$ cat config.mk
export PLATFORM = sky130hd
export DESIGN_NAME = rx_word_packer
export DESIGN_NICKNAME = d
export VERILOG_FILES = /design/src/rtl/rx_word_packer.sv
export SDC_FILE = /design/constraint.sdc
export NUM_CORES = 1
export LEC_CHECK = 0
export BUFFER_PORTS_ARGS = -buffer_cell sky130_fd_sc_hd__buf_2
export CORE_ASPECT_RATIO = 1.5
export CORE_MARGIN = 4
export CORE_UTILIZATION = 47
export DETAILED_ROUTE_END_ITERATION = 8
export PLACE_DENSITY = 0.76
export SLEW_MARGIN = 20
export SYNTH_ARGS = -nofsm -noshare
export SYNTH_HDL_FRONTEND = slang
export SYNTH_SLANG_ARGS = --single-unit
export TNS_END_PERCENT = 100
$ cat constraint.sdc
create_clock -name clk -period 3.4 [get_ports clk]
set_input_delay 0.68 -clock clk [delete_from_list [all_inputs] [get_ports clk]]
set_output_delay 0.68 -clock clk [all_outputs]
set_load 0.005 [all_outputs]
$ cat src/rtl/rx_word_packer.sv
module rx_word_packer (
  input  logic        clk,
  input  logic        rst_n,
  input  logic        flush,
  input  logic        bit_valid,
  input  logic        bit_data,
  output logic        bit_ready,
  input  logic [31:0] cfg_lo,
  input  logic [31:0] cfg_hi,
  input  logic [1:0]  gran,
  output logic        word_valid,
  output logic [31:0] word_data,
  output logic [1:0]  word_gran,
  input  logic        word_ready,
  output logic        gran_err
);
  localparam int WORD_W = 32;
  localparam int POS_W  = $clog2(WORD_W);
  localparam int VEC_W  = 10;
  localparam int NVEC   = 4;
  localparam int IDX_W  = $clog2(NVEC);
  localparam int CNT_W  = 3;

  logic [IDX_W-1:0]  vidx;
  logic [CNT_W-1:0]  cnt;
  logic [WORD_W-1:0] asm_q, asm_n;
  logic [VEC_W-1:0]  vec;

  always_comb begin
    case (vidx)
      2'd0:    vec = cfg_lo[VEC_W-1:0];
      2'd1:    vec = cfg_lo[2*VEC_W-1:VEC_W];
      2'd2:    vec = cfg_hi[VEC_W-1:0];
      default: vec = cfg_hi[2*VEC_W-1:VEC_W];
    endcase
  end

  wire [POS_W-1:0] vstart = vec[9:5];
  wire             vdown  = vec[4];
  wire [CNT_W-1:0] vlen   = vec[3:1];
  wire             vstop  = vec[0];

  wire [POS_W-1:0] pos = vdown ? vstart - {2'b00, cnt} : vstart + {2'b00, cnt};

  assign bit_ready = !word_valid || word_ready;
  assign gran_err  = (gran == 2'b11);

  wire take      = bit_valid && bit_ready && !flush;
  wire chunk_end = (cnt == vlen);
  wire entry_end = take && chunk_end && (vstop || vidx == IDX_W'(NVEC-1));

  always_comb begin
    asm_n = asm_q;
    asm_n[pos] = bit_data;
  end

  always_ff @(posedge clk) begin
    if (!rst_n) begin
      word_valid <= 1'b0;
      word_data  <= '0;
      word_gran  <= '0;
    end else begin
      if (word_valid && word_ready) word_valid <= 1'b0;
      if (entry_end) begin
        word_valid <= 1'b1;
        word_data  <= asm_n;
        word_gran  <= gran;
      end
    end
  end

  always_ff @(posedge clk) begin
    if (!rst_n || flush) begin
      vidx  <= '0;
      cnt   <= '0;
      asm_q <= '0;
    end else if (take) begin
      if (entry_end) begin
        vidx  <= '0;
        cnt   <= '0;
        asm_q <= '0;
      end else if (chunk_end) begin
        vidx  <= vidx + 1'b1;
        cnt   <= '0;
        asm_q <= asm_n;
      end else begin
        cnt   <= cnt + 1'b1;
        asm_q <= asm_n;
      end
    end
  end

  assert_hold_R5: assert property (@(posedge clk) disable iff (!rst_n)
    (word_valid && !word_ready) |=> (word_valid && $stable(word_data) && $stable(word_gran)));

  assert_stall_R5: assert property (@(posedge clk) disable iff (!rst_n)
    (word_valid && !word_ready && !flush) |=> ($stable(vidx) && $stable(cnt) && $stable(asm_q)));

  assert_gran_capture_R6: assert property (@(posedge clk) disable iff (!rst_n)
    $rose(word_valid) |-> (word_gran == $past(gran)));

  assert_flush_restart_R7: assert property (@(posedge clk) disable iff (!rst_n)
    flush |=> (vidx == '0 && cnt == '0 && asm_q == '0));

  assert_fresh_entry_R4: assert property (@(posedge clk) disable iff (!rst_n)
    $rose(word_valid) |-> (asm_q == '0));
endmodule

==> flow_summary.yaml, run 1 <==
outcome:
  status: "complete, no violations"
global_routing:
  grt_pass1_wl_mm: 17.31
  grt_pass1_vias: 3737
  gr-total-overflow: 0
  antenna_found_initial: 0
  grt_max_degree: 67
  gr-usage-all-layers_pct: 22.89
clocking:
  clk_pin_slew_ns: 0.06
  cts.sinks: 72
  cts_tree: "built"
  clock_path_buffers: 2
  insertion_delay_ns: 0.33
  numCtsBuffers: 9
  clockRootBuffer: "clkbuf_16"
  htree_num_levels: 3
routing:
  drtPass1Iterations: 5
  routedWlPerCell_um: 15.75
  via_per_inst: 5.757
  post-route-drc-count: 0
  drt_iter0_markers: 377
  routed-via-count: 3857
  ant_nets: 0
  wl_mm: 10.55
worst_hold_path:
  worstHoldEndpoint: "asm_q[22]$_SDFFE_PP0P_"
  whs_path_depth: 2
  hp-class: "reg2reg"
  hp-start: "asm_q[22]$_SDFFE_PP0P_"
timing:
  relSlewSlack_pct: 57.34
  report.final.slew_viol_count: 0
  setup_viol: 0
  fmax_mhz: 309.7
  tightestPinTransition_ns: 0.6376
  setup_tns_ns: 0
  finalCriticalPeriod_ns: 3.229
  fin_skew_ns: 0.008365
  hold_violations: 0
  min_period_over_period_pct: 94.98
critical_path:
  worst_setup_path_start_kind: "register"
  endpoint_kind: "register"
  r2r_end: "asm_q[7]$_SDFFE_PP0P_"
  ff2ff_path_depth: 13
  path_class: "reg2reg"
  critPathMaxFanout: 8
  rrSetupSlack_ns: 0.17
  rr_startpoint: "vidx[0]$_SDFFE_PP0P_"
  required_ns: 3.60
  worstPathArrival_ns: 3.43
power:
  power.static_leakage_nw: 1.969
  vdd_drop_max_mv: 0.3139
  power_density_mw_per_mm2: 430.2
logic_synthesis:
  syn-num-nets: 535
  synth_edf_count: 0
  ys_top_cells_by_area: "dfxtp_1 (38%), o21ai_0 (9.1%), nand2_1 (8.3%), a31oi_1 (5.3%), o221ai_1 (4.9%)"
  synth_warnings: 0
  synth_seq_cells: 72
  synthFlopType: "dfxtp_1"
  syn_avg_cell_area_um2: 8.350
  ys_seq_area_share_pct: 38.36
  syn_inst: 450
  yosys-top-cells-count: "nand2_1 (83), dfxtp_1 (72), o21ai_0 (68)"
  synth_top_area_share_pct: 38.36
  yosysMostFrequentCell: "nand2_1"
  syn-cell-area_mm2: 0.003757
  synth_cell_types: 44
  ys_async_sr_fraction_pct: 0
  synth.largest_area_cell: "dfxtp_1"
layout:
  instances_no_fill: 670
  drive_above_1_share_pct: 30.99
  final_area_mm2: 0.004900
  n_antenna_cell: 0
  postLayoutCoreUtil_pct: 63.55
  nets: 649
  area_delta_synth_final_pct: 30.40
die:
  die_area_mm2: 0.009518
  dieHeight_um: 117.5
  start_util_pct: 48.73
  die_x_um: 81.01
  row_count: 39
  ioPinCount: 109
  core_mm2: 0.007710
placed_design:
  gp_congestion: 0.8969
  port_buffers: 84
  place_area_mm2: 0.004476
  place_hpwl_mm: 7.543
  dp_cells: 650
job:
  maxCapViolCount: 0
## how the worst max path moves through the flow
stage / from / cells after the start / endpoint
floorplan: vidx[0]$_SDFFE_PP0P_ / 16 / asm_q[27]$_SDFFE_PP0P_
global placement: vidx[1]$_SDFFE_PP0P_ / 15 / word_data[22]$_SDFFE_PN0P_
detailed placement: vidx[0]$_SDFFE_PP0P_ / 14 / asm_q[31]$_SDFFE_PP0P_
CTS: vidx[0]$_SDFFE_PP0P_ / 15 / word_data[30]$_SDFFE_PN0P_
global route: vidx[0]$_SDFFE_PP0P_ / 16 / word_data[25]$_SDFFE_PN0P_
finish: vidx[0]$_SDFFE_PP0P_ / 13 / asm_q[7]$_SDFFE_PP0P_
## metrics by stage
step	total power, W	worst slack (ns)	hold slack [ns]
2_1_floorplan	0.001036	0.02679	0.4261
5_1_grt	0.002185	-0.01269	0.4789
6_report	0.002108	0.1708	0.4563
4_1_cts	0.002097	0.001309	0.4551
3_5_place_dp	0.001180	-0.1591	0.4406
3_3_place_gp	0.001170	0.02703	0.4347
## repair_timing
action / in CTS / in global routing
pin swaps: 2 / 3
resized for setup: 10 / 26
endpoints found under the hold margin: 0 / 0
gates cloned: 1 / 0
hold buffers: 0 / 0
setup endpoints to repair: 61 / 64
setup buffers: 2 / 2
## report_power, final
part           switching [W]  internal, W
Sequential        0.00000461     0.000852
Clock               0.000331     0.000582
Combinational       0.000196     0.000142
## cell type report
type | count | area, um2
clock buffer | 12 | 246.5
clock inverter | 3 | 42.54
fill | 698 | 2810
inverter | 9 | 33.78
multi-input combinational | 341 | 2218
sequential | 72 | 1444
tap | 102 | 127.6
timing repair buffer | 131 | 787.0
## layer usage
layer	vias up	part of all wire (%)	GRT usage, %
li1	1887	-	-
met1	1763	40	26.42
met2	183	50	39.20
met3	24	6.6	4.058
met4	0	2.9	11.73
met5	-	0	0
## cells by family after synthesis
kind of cell	Yosys count	synth area share [%]
compound gates	164	28.64
xor+xnor	11	3.264
fa+ha+maj	13	4.529
mux	15	4.029
simple gates	138	16.05
buf+inv	37	5.128
flops	72	38.36
## placed cells by master (no fill, tap or decap), types with 9 or more instances in the layout
master     synthesis  routed
a21oi_1            9       9
a31oi_1           32      32
buf_2              5      85
buf_4              1      44
clkbuf_16          0       9
dfxtp_1           72      70
mux2i_1           14      10
nand2_1           83      83
nor2_1            22      22
nor2b_1            9       9
o211ai_1          16      16
o21ai_0           68      59
o221ai_1          21      21
## worst max-delay path: stages (launching register included)
cell and delay, ns:
dfxtp_2 0.39, inv_2 0.09, ha_4 0.19, buf_4 0.14, a222oi_1 0.32, a21oi_1 0.14
ha_1 0.36, nor2b_1 0.16, o21ai_2 0.16, nand2b_4 0.12, xnor2_4 0.24, mux2i_2 0.31
or2_1 0.35, o211ai_1 0.13
## flip-flops by register name, indices dropped and copies added (netlist names)
register    count
asm_q          32
word_data      32
cnt             3
vidx            2
word_gran       2
word_valid      1
Power figures use the tool's default switching activity.
==> inputs of run 2 (changes only) <==
==> constraint.sdc (replaced) <==
create_clock -name clk -period 3.4 [get_ports clk]
set_input_delay 0.51 -clock clk [delete_from_list [all_inputs] [get_ports clk]]
set_output_delay 0.51 -clock clk [all_outputs]
set_load 0.005 [all_outputs]
==> flow_summary.yaml, run 2 (synthesized netlist as in run 1, its figures left out) <==
outcome:
  status: "complete, no violations"
critical_path:
  cp_num_cells: 15
  timing.critical_path.mode_cell: "buf_4"
  path_class: "reg2reg"
  cp-startpoint: "vidx[0]$_SDFFE_PP0P_"
  endpoint_kind: "register"
  slowest_stage: "dfxtp_2"
  worst_setup_path_start_kind: "register"
  ff2ff_path_depth: 15
  worstPathCellList: "inv_2 -> ha_4 -> a22oi_1 -> a2bb2oi_2 -> buf_4 -> buf_4 -> a31o_2 -> ha_1 -> o21ai_2 -> nand2b_4 -> xnor2_4 -> mux2i_2 -> buf_4 -> o21ai_0 -> o221ai_1"
  worstPathArrival_ns: 3.48
  slowest_delay_ns: 0.39
  path_buf_inv: 4
  required_ns: 3.65
  critPathMaxFanout: 8
  rr_startpoint: "vidx[0]$_SDFFE_PP0P_"
  critPathTopFamily: "compound AO/OA/AOI/OAI gates"
clocking:
  clockRootBuffer: "clkbuf_16"
  cts_tree: "built"
  cts_hold_buf: 0
  htree_num_levels: 3
  insertion_delay_ns: 0.34
  clock_path_buffers: 2
  clk_pin_slew_ns: 0.05
  cts.sinks: 72
  numCtsBuffers: 9
die:
  ioPinCount: 109
  die_x_um: 81.01
  start_util_pct: 48.73
  die_area_mm2: 0.009518
  dieHeight_um: 117.5
  row_count: 39
  core_mm2: 0.007710
global_routing:
  gr-total-overflow: 0
  gr-usage-all-layers_pct: 23.24
  grt_pass1_vias: 3799
  antenna_found_initial: 0
  grt_pass1_wl_mm: 17.64
  grt_max_degree: 67
layout:
  nets: 647
  reg_top3: "asm_q (32), word_data (32), cnt (3)"
  final_cell_mix: "buf_2 (84), nand2_1 (82), dfxtp_1 (70), o21ai_0 (57), buf_4 (43)"
  final_area_mm2: 0.004906
  final_common_cell: "buf_2"
  multi_input_area_mm2: 0.002225
  drive_above_1_share_pct: 31.22
  seq_area_mm2: 0.001446
  nFillCells: 678
  n_antenna_cell: 0
  area_delta_synth_final_pct: 30.57
  instances_no_fill: 669
timing:
  min_period_over_period_pct: 94.98
  relSlewSlack_pct: 53.81
  finalCriticalPeriod_ns: 3.229
  tightestPinTransition_ns: 0.6902
  fmax_mhz: 309.7
  setup_viol: 0
  report.final.slew_viol_count: 0
  fin_skew_ns: 0.007915
  hold_violations: 0
routing:
  ant_nets: 0
  wl_mm: 10.82
  drt_iter0_markers: 346
  routedWlPerCell_um: 16.18
  via_per_inst: 5.738
  post-route-drc-count: 0
  routed-via-count: 3839
  drtPass1Iterations: 5
placed_design:
  place_area_mm2: 0.004468
  place_hpwl_mm: 7.627
  port_buffers: 84
  dp_cells: 649
  gp_congestion: 0.8723
worst_hold_path:
  hp-class: "reg2reg"
  whs_path_depth: 2
  hp-start: "asm_q[21]$_SDFFE_PP0P_"
job:
  maxCapViolCount: 0
power:
  vdd_drop_max_mv: 0.2883
  power_density_mw_per_mm2: 435.2
  power.static_leakage_nw: 1.974
  total_power_w: 0.002135
[run 2: cell count changes in the layout (fill, tap and decap cells not counted), moves of 2 or more]
| cell | before | now |
|---|---|---|
| nor2_1 | 22 | 19 |
| nor2_2 | 0 | 3 |
| o21ai_0 | 59 | 57 |
| o21ai_1 | 7 | 10 |
[run 2: stage by stage]
step           worst slack [ns]  setup TNS (ns)  util, %  hold slack [ns]
6_report                 0.1708               0    63.63           0.4580
5_1_grt                -0.03745         -0.2796    63.63           0.4773
4_1_cts                 0.01223               0    62.24           0.4590
3_5_place_dp           -0.08762          -2.102    57.95           0.4454
3_3_place_gp            0.06123               0    57.95           0.4346
2_1_floorplan           0.02679               0        -           0.4261
[run 2: what timing repair did]
action / CTS / global route
setup buffers: 1 / 3
pin swaps: 1 / 5
resized for setup: 7 / 32
setup endpoints to repair: 42 / 64
[run 2: worst register-to-register path: stages (launching register included)]
cell	delay, ns
dfxtp_2	0.39
inv_2	0.09
ha_4	0.19
a22oi_1	0.24
a2bb2oi_2	0.10
buf_4	0.15
buf_4	0.13
a31o_2	0.22
ha_1	0.35
o21ai_2	0.12
nand2b_4	0.11
xnor2_4	0.22
mux2i_2	0.28
buf_4	0.21
o21ai_0	0.14
o221ai_1	0.21
[run 2: path summary, 6_finish.rpt]
kind                                 end  slack [ns]
setup / recovery   asm_q[8]$_SDFFE_PP0P_        0.17
hold / removal    asm_q[21]$_SDFFE_PP0P_        0.46
setup reg to reg   asm_q[8]$_SDFFE_PP0P_        0.17
hold reg to reg   asm_q[21]$_SDFFE_PP0P_        0.46
[run 2: power breakdown]
part / total (W) / internal, W / switching (W) / leakage, nW
combinational: 0.000339 / 0.000140 / 0.000199 / 1.25
sequential: 0.000856 / 0.000851 / 0.00000461 / 0.582
clock: 0.000941 / 0.000586 / 0.000355 / 0.145
[run 2: final cells by class]
type | instances | share of cell area (%)
clock inverter | 5 | 1.148
multi-input combinational | 341 | 45.35
tap | 102 | 2.601
timing repair buffer | 129 | 15.79
clock buffer | 11 | 4.948
sequential | 72 | 29.48
inverter | 9 | 0.6886
[run 2: routing by layer]
metal	global-route usage, %	vias to the layer above	part of all wire [%]
met4	10.78	0	3.4
li1	-	1883	-
met1	27.06	1764	39
met3	4.058	28	6.3
met5	0	-	0
met2	40.12	164	51
==> inputs of run 3 (changes only) <==
--- a/config.mk
+++ b/config.mk
@@ -6,7 +6,7 @@
 export NUM_CORES = 1
 export LEC_CHECK = 0
 export BUFFER_PORTS_ARGS = -buffer_cell sky130_fd_sc_hd__buf_2
-export CORE_ASPECT_RATIO = 1.5
+export CORE_ASPECT_RATIO = 0.8
 export CORE_MARGIN = 4
 export CORE_UTILIZATION = 47
 export DETAILED_ROUTE_END_ITERATION = 8
==> flow_summary.yaml, run 3 (synthesized netlist as in run 1, its figures left out) <==
global_routing:
  top_usage_layer: "met2"
  gr-total-overflow: 0
  met3_usage_pct: 7.590
  gr-usage-all-layers_pct: 25.18
  grt_max_degree: 67
  grt_pass1_vias: 3887
  grtUsageMet1_pct: 33.36
  antenna_found_initial: 0
  grt_pass1_wl_mm: 18.82
  use_met2_pct: 40.74
clocking:
  cts.sinks: 72
  clockRootBuffer: "clkbuf_8"
  cts_hold_buf: 0
  numCtsBuffers: 9
  cts_tree: "built"
  clk_pin_slew_ns: 0.07
  insertion_delay_ns: 0.35
  clock_path_buffers: 2
  htree_num_levels: 3
timing:
  min_period_over_period_pct: 97.74
  fmax_mhz: 300.9
  report.final.slew_viol_count: 0
  hold_violations: 0
  relSlewSlack_pct: 58.99
  tightestPinTransition_ns: 0.6129
  setup_viol: 0
  holdWs_ns: 0.4468
  finalCriticalPeriod_ns: 3.323
  fin_skew_ns: 0.008240
placed_design:
  place_hpwl_mm: 8.172
  gp_congestion: 0.8691
  port_buffers: 84
layout:
  reg_top3: "asm_q (32), word_data (32), cnt (3)"
  nets: 645
  nFillCells: 629
  n_antenna_cell: 0
  final_common_cell: "buf_2"
  multi_input_area_mm2: 0.002256
  area_delta_synth_final_pct: 29.14
  drive_above_1_share_pct: 30.97
  seq_area_mm2: 0.001446
  final_cell_mix: "buf_2 (85), nand2_1 (83), dfxtp_1 (70), o21ai_0 (62), buf_4 (38)"
  postLayoutCoreUtil_pct: 63.82
power:
  vdd_drop_max_mv: 0.2527
  power_density_mw_per_mm2: 401.5
  power.static_leakage_nw: 1.932
routing:
  routedWlPerCell_um: 17.32
  post-route-drc-count: 0
  wl_mm: 11.61
  drtPass1Iterations: 5
  drt_iter0_markers: 397
  routed-via-count: 3951
  ant_nets: 0
  via_per_inst: 5.897
critical_path:
  cp-startpoint: "vidx[0]$_SDFFE_PP0P_"
  worstPathArrival_ns: 3.53
  required_ns: 3.61
  rr_startpoint: "vidx[0]$_SDFFE_PP0P_"
  worst_setup_path_start_kind: "register"
  path_class: "reg2reg"
  critPathMaxFanout: 8
  endpoint_kind: "register"
job:
  maxCapViolCount: 0
die:
  die_x_um: 108.0
  start_util_pct: 49.42
  row_count: 28
  die_area_mm2: 0.009498
  core_mm2: 0.007602
  ioPinCount: 109
  dieHeight_um: 87.97
outcome:
  status: "complete, no violations"
worst_hold_path:
  hp-start: "gran[0]"
  hp-class: "in2reg"
[run 3: cell count changes in the layout (fill, tap and decap cells not counted), sizes merged]
cell and delta:
clkbuf -1, buf -2, bufinv +1
[run 3: worst paths after layout]
check	to	slack, ns	cells after the start
min	word_gran[0]$_SDFFE_PN0P_	0.45	3
max reg2reg	asm_q[26]$_SDFFE_PP0P_	0.08	16
min reg2reg	asm_q[20]$_SDFFE_PP0P_	0.46	2
max	asm_q[26]$_SDFFE_PP0P_	0.08	16
[run 3: area by class of cell]
class                      count  share of cell area [%]
multi-input combinational    341                   46.49
sequential                    72                   29.81
timing repair buffer         127                   15.76
clock buffer                  10                   2.837
tap                          105                   2.708
clock inverter                 6                   1.702
inverter                       9                  0.6962
[run 3: through the flow]
| step | area (um2) | setup TNS [ns] | total power [W] | instances | setup WS, ns |
|---|---|---|---|---|---|
| detailed placement | 4442 | -4.695 | 0.001174 | 648 | -0.1447 |
| global route | 4852 | -0.3757 | 0.002016 | 670 | -0.05683 |
| finish | 4852 | 0 | 0.001948 | 670 | 0.07669 |
| floorplan | 3757 | 0 | 0.001036 | 450 | 0.02679 |
| CTS | 4721 | 0 | 0.001926 | 666 | 0.01020 |
| global placement | 4442 | 0 | 0.001165 | 648 | 0.007314 |
[run 3: critical path: stages, from the launching register on]
cell	delay, ns
dfxtp_2	0.35
buf_4	0.16
ha_4	0.18
inv_2	0.09
a2bb2oi_4	0.19
mux2i_2	0.26
inv_1	0.09
fa_2	0.37
nor2b_1	0.18
o21ai_2	0.09
nand2b_4	0.13
xor2_4	0.25
mux2i_4	0.33
buf_6	0.16
or2_1	0.11
buf_6	0.15
o221ai_1	0.12
[run 3: power breakdown]
group | switching [W] | internal [W] | total [W] | leakage, nW
logic | 0.000202 | 0.000140 | 0.000343 | 1.24
clock network | 0.000322 | 0.000429 | 0.000751 | 0.112
registers | 0.00000445 | 0.000849 | 0.000854 | 0.582
[run 3: layer usage]
metal  wire length [um]  share of wire (%)  vias up
li1                   -                  -     1875
met1               5158                 44     1904
met2               5448                 47      160
met3                909                7.8       12
met4                 91               0.78        0
met5                  0                  0        -
[run 3: timing repair]
item                                    CTS  global route
resized for setup                        10            28
setup buffers                             2             3
pin swaps                                 2             2
endpoints found under the setup margin   63            64
cloned                                    0             1
